File: config.mk
export PLATFORM = sky130hd
export DESIGN_NAME = decade_counter
export DESIGN_NICKNAME = d
export VERILOG_FILES = /design/src/rtl/decade_pkg.sv /design/src/rtl/decade_ctrl.sv /design/src/rtl/decade_ring.sv /design/src/rtl/decade_decode.sv /design/src/rtl/decade_counter.sv
export SDC_FILE = /design/constraint.sdc
export NUM_CORES = 1
export LEC_CHECK = 0
export BUFFER_PORTS_ARGS = -buffer_cell sky130_fd_sc_hd__buf_2
export CAP_MARGIN = 40
export CORE_AREA = 2 2 39 41
export DETAILED_ROUTE_END_ITERATION = 6
export DIE_AREA = 0 0 41 43
export GPL_ROUTABILITY_DRIVEN = 1
export PLACE_DENSITY = 0.67
export SYNTH_ARGS = -nofsm -noshare
export SYNTH_HDL_FRONTEND = slang
export SYNTH_SLANG_ARGS = --single-unit
File: constraint.sdc
create_clock -name clk -period 2.2 [get_ports clk]
set_input_delay 0.22 -clock clk [delete_from_list [all_inputs] [get_ports clk]]
set_output_delay 0.22 -clock clk [all_outputs]
set_load 0.005 [all_outputs]
File: src/rtl/decade_pkg.sv
package decade_pkg;

  // strobes passed from the control to the ring datapath
  typedef struct packed {
    logic zero;   // force the ring to the all-zero pattern
    logic step;   // shift the ring by one position
  } ringStrobe_t;

  // number of places where adjacent ring bits differ (non-circular)
  function automatic int unsigned edgeCount(input logic [31:0] ring, input int unsigned bits);
    int unsigned n;
    n = 0;
    for (int unsigned i = 0; i + 1 < bits; i++) begin
      if (ring[i] != ring[i+1]) n++;
    end
    return n;
  endfunction

endpackage

File: src/rtl/decade_ctrl.sv
module decade_ctrl
  import decade_pkg::*;
(
  input  logic        clear,
  input  logic        countTick,
  input  logic        inhibit,
  output ringStrobe_t strobe
);

  always_comb begin
    strobe.zero = clear;
    strobe.step = countTick && !inhibit && !clear;
  end

endmodule

File: src/rtl/decade_ring.sv
module decade_ring
  import decade_pkg::*;
#(
  parameter int unsigned RING_BITS = 5
) (
  input  logic                 clk,
  input  ringStrobe_t          strobe,
  output logic [RING_BITS-1:0] ringQ,
  output logic                 carryQ
);

  logic [RING_BITS-1:0] ringNext;
  logic [31:0]          ringWide;
  logic                 legal;

  always_comb begin
    ringWide = '0;
    ringWide[RING_BITS-1:0] = ringQ;
    // a legal twisted-ring pattern is a run of ones and a run of zeros
    legal = (edgeCount(ringWide, RING_BITS) <= 1);
  end

  always_comb begin
    ringNext = ringQ;
    if (strobe.zero) begin
      ringNext = '0;
    end else if (strobe.step) begin
      if (legal) ringNext = {ringQ[RING_BITS-2:0], ~ringQ[RING_BITS-1]};
      else       ringNext = '0;
    end
  end

  always_ff @(posedge clk) begin
    ringQ <= ringNext;
  end

  // top bit is low for the first half of the cycle
  assign carryQ = ~ringQ[RING_BITS-1];

endmodule

File: src/rtl/decade_decode.sv
module decade_decode #(
  parameter int unsigned RING_BITS = 5,
  localparam int unsigned OUT_COUNT = 2 * RING_BITS
) (
  input  logic [RING_BITS-1:0] ringQ,
  output logic [OUT_COUNT-1:0] digitQ
);

  for (genvar k = 0; k < OUT_COUNT; k++) begin : g_digit
    if (k == 0) begin : g_empty
      assign digitQ[k] = ~ringQ[0] & ~ringQ[RING_BITS-1];
    end else if (k < RING_BITS) begin : g_fill
      assign digitQ[k] = ringQ[k-1] & ~ringQ[k];
    end else if (k == RING_BITS) begin : g_full
      assign digitQ[k] = ringQ[0] & ringQ[RING_BITS-1];
    end else begin : g_drain
      assign digitQ[k] = ~ringQ[k-RING_BITS-1] & ringQ[k-RING_BITS];
    end
  end

endmodule

File: src/rtl/decade_counter.sv
module decade_counter
  import decade_pkg::*;
#(
  parameter int unsigned RING_BITS = 5,
  localparam int unsigned OUT_COUNT = 2 * RING_BITS
) (
  input  logic                 clk,
  input  logic                 clear,
  input  logic                 countTick,
  input  logic                 inhibit,
  output logic [OUT_COUNT-1:0] digitOut,
  output logic                 carryOut
);

  ringStrobe_t          strobe;
  logic [RING_BITS-1:0] ringQ;

  decade_ctrl u_ctrl (
    .clear     (clear),
    .countTick (countTick),
    .inhibit   (inhibit),
    .strobe    (strobe)
  );

  decade_ring #(.RING_BITS(RING_BITS)) u_ring (
    .clk    (clk),
    .strobe (strobe),
    .ringQ  (ringQ),
    .carryQ (carryOut)
  );

  decade_decode #(.RING_BITS(RING_BITS)) u_decode (
    .ringQ  (ringQ),
    .digitQ (digitOut)
  );

endmodule

### After elaboration in Yosys (flattened, before gate mapping)

Index checks and enable logic that the tools add are counted.

* flip-flop bits (word level): 5
* bits in latches: 0
* RAM bits: 0
* memory bits (read-only): 0
* output and inout port bits: 11
* word-level logic and storage cells: 33
* memories: 0

* add/subtract/negate cells: 3
* $mul: 0
* divide/modulo/power cells: 0
* $lt $le $gt $ge: 1
* equal/unequal tests: 4
* shift operators: 0
* muxes and demuxes: 5
* bitwise gates (word level): 15
* reduce and logical (&&, ||, !) cells: 4

Operators by type and width (count)
* two-way mux 32 bit: 3
* adder 32 x 1 -> 32 bit (second input constant): 2
* less-or-equal comparator 32 x 1 -> 1 bit (second input constant): 1
* bitwise AND 1 bit: 10
* two-way mux 5 bit: 1
* inverter 1 bit: 5
* != test 1 bit: 4
* adder 1 x 1 -> 2 bit (second input constant): 1
* logical AND 1 bit: 2
* logical NOT 1 bit: 2
* two-way mux 1 bit: 1

### Logic depth before layout (Yosys ltp)

* depth after elaboration: 10
* mapped depth: 9

### By module

A second synthesis with hierarchy kept.

* cells, all modules: 61
* area total of the unflattened synthesis: 506.7 um^2

Modules (own cells, without submodules)
* decade_ring: times used 1, cells an instance 49, area an instance 421.7 um^2, sequential area each 100.1 um^2
* decade_decode: times used 1, cells an instance 10, area an instance 65.1 um^2, sequential area each 0.0 um^2
* decade_ctrl: times used 1, cells an instance 2, area an instance 20.0 um^2, sequential area each 0.0 um^2

### Worst setup path after synthesis

OpenSTA, ideal clock, no wires.

* path type: register to register
* start: register u_ring.ringQ[1]
* end: register u_ring.ringQ[1]
* arrival: 2.141 ns
* required time: 2.083 ns
* setup slack: -0.058 ns
* stages on the path, launching flop included: 9
* clock period less this slack: 2.258 ns
* path through: dfxtp_1 -> inv_1 -> ha_1 -> inv_1 -> ha_1 -> or4b_4 -> or2_0 -> o2111a_2 -> a22o_1

* longest elaborated chain between the ends: 10
* elaborated cells between the ends (all ways): 11
* classes of those cells: 3 x add/sub; 1 x order compare; 2 x eq/ne; 5 x mux

RTL lines
* start, declared: RTL line decade_ring.sv:8 `output logic [RING_BITS-1:0] ringQ,`
* start signal, assigned: RTL line decade_ring.sv:34 `ringQ <= ringNext;`
* != test 1 bit: RTL line decade_pkg.sv:14 `if (ring[i] != ring[i+1]) n++;`
* two-way mux 1 bit: RTL line decade_pkg.sv:14
* adder 1 x 1 -> 2 bit: RTL line decade_pkg.sv:14
* two-way mux 32 bit *: RTL line decade_pkg.sv:14
* adder 32 x 1 -> 32 bit: RTL line decade_pkg.sv:14
* two-way mux 32 bit *: RTL line decade_pkg.sv:14
* adder 32 x 1 -> 32 bit: RTL line decade_pkg.sv:14
* two-way mux 32 bit *: RTL line decade_pkg.sv:14
* less-or-equal comparator 32 x 1 -> 1 bit *: RTL line decade_ring.sv:20 `legal = (edgeCount(ringWide, RING_BITS) <= 1);`
* two-way mux 5 bit *: RTL line decade_ring.sv:28 `if (legal) ringNext = {ringQ[RING_BITS-2:0], ~ringQ[RING_BITS-1]};`

Mark *: on every way between the ends. The rest lies on a longest branch, timed or not.
A chain may end at the register's enable or synchronous reset.

### Final worst setup path

* start: register u_ring.ringQ[1]
* end: register u_ring.ringQ[4]

The elaborated chain is that of the path after synthesis.

==> metrics.md <==
| Metric | Value |
|---|---|
| Num ports | 15 |
| Largest net degree at the start of global routing | 6 |
| Site row count | 14 |
| Detailed placement HPWL | 769.7 um |
| Synth cell count leaders | ha_1 (11), inv_1 (9), a22o_1 (5), dfxtp_1 (5), nor2_1 (3) |
| Gate power share | 0.210 |
| Synth unique cells | 14 |
| Final Hold Vio Count | 0 |
| Status | completed |
| DR WL/cell | 10.83 um |
| Clock Tree Buf Depth | 2 |
| Number of vias per cell | 4.793 |
| Fin crit period | roughly 2.2 ns |
| DRC Markers | 0 |
| Largest Register | u_ring.ringQ |
| Area growth syn-to-layout | 58.84% |
| Post-Syn Instances | 43 |
| Peak supply drop | 128.3 uV |
| Final ANT Viol Nets | 0 |
| Final GP Congestion | 0.7689 |
| Hold crit path type | primary input to flip-flop |
| Syn Nets | 58 |
| Non-Filler Instances | 87 |
| Initial antenna violation count | 0 |
| Port buffer count | 14 |
| Vias | 417 |
| Crit end category | flip-flop |
| Worst-Skew Late Latency | 0.25 ns |
| Clk sinks | 5 |
| Die Area | 0.001763 mm^2 |
| Cell Pwr Density | between 300 and 400 mW/mm^2 |
| CTS H-tree lvls | 1 |
| Seq pwr share | 0.366 |
| Max cap viols | 0 |
| Clock Skew | 0.0008770 ns |
| Grt ovf | 0 |
| Max reg flops | 5 |
| Leak | 0.0003237 uW |
| Max Clk Rate | ~460 MHz |
| GR Util All Layers | 0.1304 |
| Post-Syn Area | 410.4 um^2 |
| Avg Cell Area, Syn | 9.544 um^2 |
| Share of total power in the clock network | 0.424 |
| Share of layout cells above drive strength 1 | 0.5634 |
| Max-slew violation count | 0 |
| Async S/R FF share, synth | 0 |
| Post-synth top flop | dfxtp_1 |
| CTS root buf | clkbuf_4 |
| Fin crit share | 0.9781 |
| Most common cell in the netlist | ha_1 |
| Synth area leader | ha_1 |
| Post-synth EDFFs | 0 |
| CP Class | flip-flop to flip-flop |
| Sw Pwr | 67.80 uW |
| Regs by FF count | u_ring.ringQ: 5 flops |
| Initial drt markers | 9 |
| Fin nets | 87 |
| Hold_ws | 0.3603 ns |
| Crit path DAT | 2.29 ns |
| Core Region | 0.001384 mm^2 |
| CP Data Required Time | 2.34 ns |
| Top cells by area, synth | ha_1 (34%), dfxtp_1 (24%), a22o_1 (11%) |
| Starting density of the core | 0.2966 |
| Synth warn | 0 |
| Crit start category | flip-flop |
| Relative slew slack | 0.7012 |
| Chip height | 43 um |
| Total CTS buffers | 3 |
| N_diodes | 0 |
| Switching Fraction | 0.2631 |
| Setup violators final | 0 |
| Global-route wire length before repair | 1462 um |
| Yosys top cell area share | 0.3354 |
| DRT Pass-1 Iters | 4 |
| Vias in the first global route | between 300 and 400 |
| RSZ-0062 raised after global routing | true |
| Register bit total from synthesis | 5 |
| Worst-margin pin slew | between 0.4 and 0.5 ns |
| Placed Cells incl. Taps | 82 |
| Post-synthesis sequential area ratio | 0.2439 |
| WL final | 942 um |
| Die X | between 40 and 50 um |
| CTS tree | built |
| Clk slew on worst S/H paths | 0.04 ns |
| Worst-path fanout max | 5 |
| Internal power | 189.9 uW |
[metrics by stage]
| step | TNS (ns) | worst slack, ns | util | area, um^2 | power, uW |
|---|---|---|---|---|---|
| 3_5_place_dp | -0.004459 | -0.004459 | 0.4304 | 595.6 | 145.4 |
| 2_1_floorplan | 0 | 0.02019 | - | 437.9 | 125.0 |
| 5_1_grt | -0.04414 | -0.01583 | 0.4711 | 651.9 | 273.3 |
| 6_report | 0 | 0.04809 | 0.4711 | 651.9 | 257.7 |
| 3_3_place_gp | 0 | 0.007205 | 0.4304 | 595.6 | 143.4 |
| 4_1_cts | 0 | 0.01356 | 0.4584 | 634.4 | 262.1 |
[cells by family (layout without fill, tap and decap cells)]
logic type,after synthesis,count (layout),synth area share
adder cells (fa/ha/maj),11,11,0.3354
flip-flops,5,5,0.2439
XOR/XNOR,1,1,0.02135
AND/OR/NAND/NOR,6,6,0.08536
AO/OA/AOI/OAI,10,10,0.2043
multiplexers,1,1,0.02744
buffers and inverters,9,37,0.08231
[timing repair]
| action | CTS | global route |
|---|---|---|
| pin swaps | 0 | 7 |
| gates cloned | 0 | 0 |
| resized for setup | 1 | 7 |
| setup endpoints to repair | 5 | 5 |
| setup buffers | 0 | 1 |
| hold buffers | 0 | 0 |
[layout by cell type (no fill, tap or decap)]
| cell | n |
|---|---|
| a2111oi_0 | 1 |
| a21oi_1 | 2 |
| a22o_1 | 5 |
| buf_2 | 14 |
| buf_4 | 10 |
| clkbuf_1 | 1 |
| clkbuf_4 | 3 |
| dfxtp_1 | 3 |
| dfxtp_2 | 1 |
| dfxtp_4 | 1 |
| ha_1 | 7 |
| ha_2 | 1 |
| ha_4 | 3 |
| inv_1 | 5 |
| inv_2 | 2 |
| inv_4 | 2 |
| mux2_2 | 1 |
| nand2_1 | 1 |
| nor2_1 | 3 |
| o2111a_2 | 1 |
| o2111ai_1 | 1 |
| or2_0 | 1 |
| or4b_4 | 1 |
| xnor2_1 | 1 |
[critical path, cell delays in order, from the launching register on]
cell,delay [ns]
dfxtp_4,0.37
inv_4,0.04
ha_4,0.27
inv_4,0.04
ha_4,0.26
or4b_4,0.45
or2_0,0.23
o2111a_2,0.16
a22o_1,0.23
[layer usage]
layer / GRT usage / vias up / share of wire
met2: 0.2031 / 17 / 0.47
met3: 0.01571 / 5 / 0.067
met1: 0.1250 / 189 / 0.41
li1: - / 206 / -
met5: 0 / - / 0
met4: 0.1533 / 0 / 0.051
[power groups by stage]
stage	sequential, uW	combinational, uW	clock [uW]
floorplan	97.4	27.6	0
global route	94.3	61.8	117
CTS	94.8	52.2	115
finish	94.4	54.1	109
detailed placement	96.4	49.0	0
global placement	96.4	47.0	0
[layout make-up]
type                    instances  area [um^2]
fillers                       136        732.0
inverters                       9        38.79
flip-flops and latches          5        105.1
clock buffers                   4        26.28
repair buffers                 24        145.1
well taps                      16        20.02
multi-input cells              29        316.6
[worst paths after layout]
path | slack, ns | start | endpoint | cells after the start
min | 0.36 | clear | u_ring.ringQ[0]$_SDFFE_PP0P_ | 3
max reg2reg | 0.05 | u_ring.ringQ[1]$_SDFFE_PP0P_ | u_ring.ringQ[4]$_SDFFE_PP0P_ | 8
max | 0.05 | u_ring.ringQ[1]$_SDFFE_PP0P_ | u_ring.ringQ[4]$_SDFFE_PP0P_ | 8
min reg2reg | 0.55 | u_ring.ringQ[4]$_SDFFE_PP0P_ | u_ring.ringQ[4]$_SDFFE_PP0P_ | 1
Power figures use the tool's default switching activity.
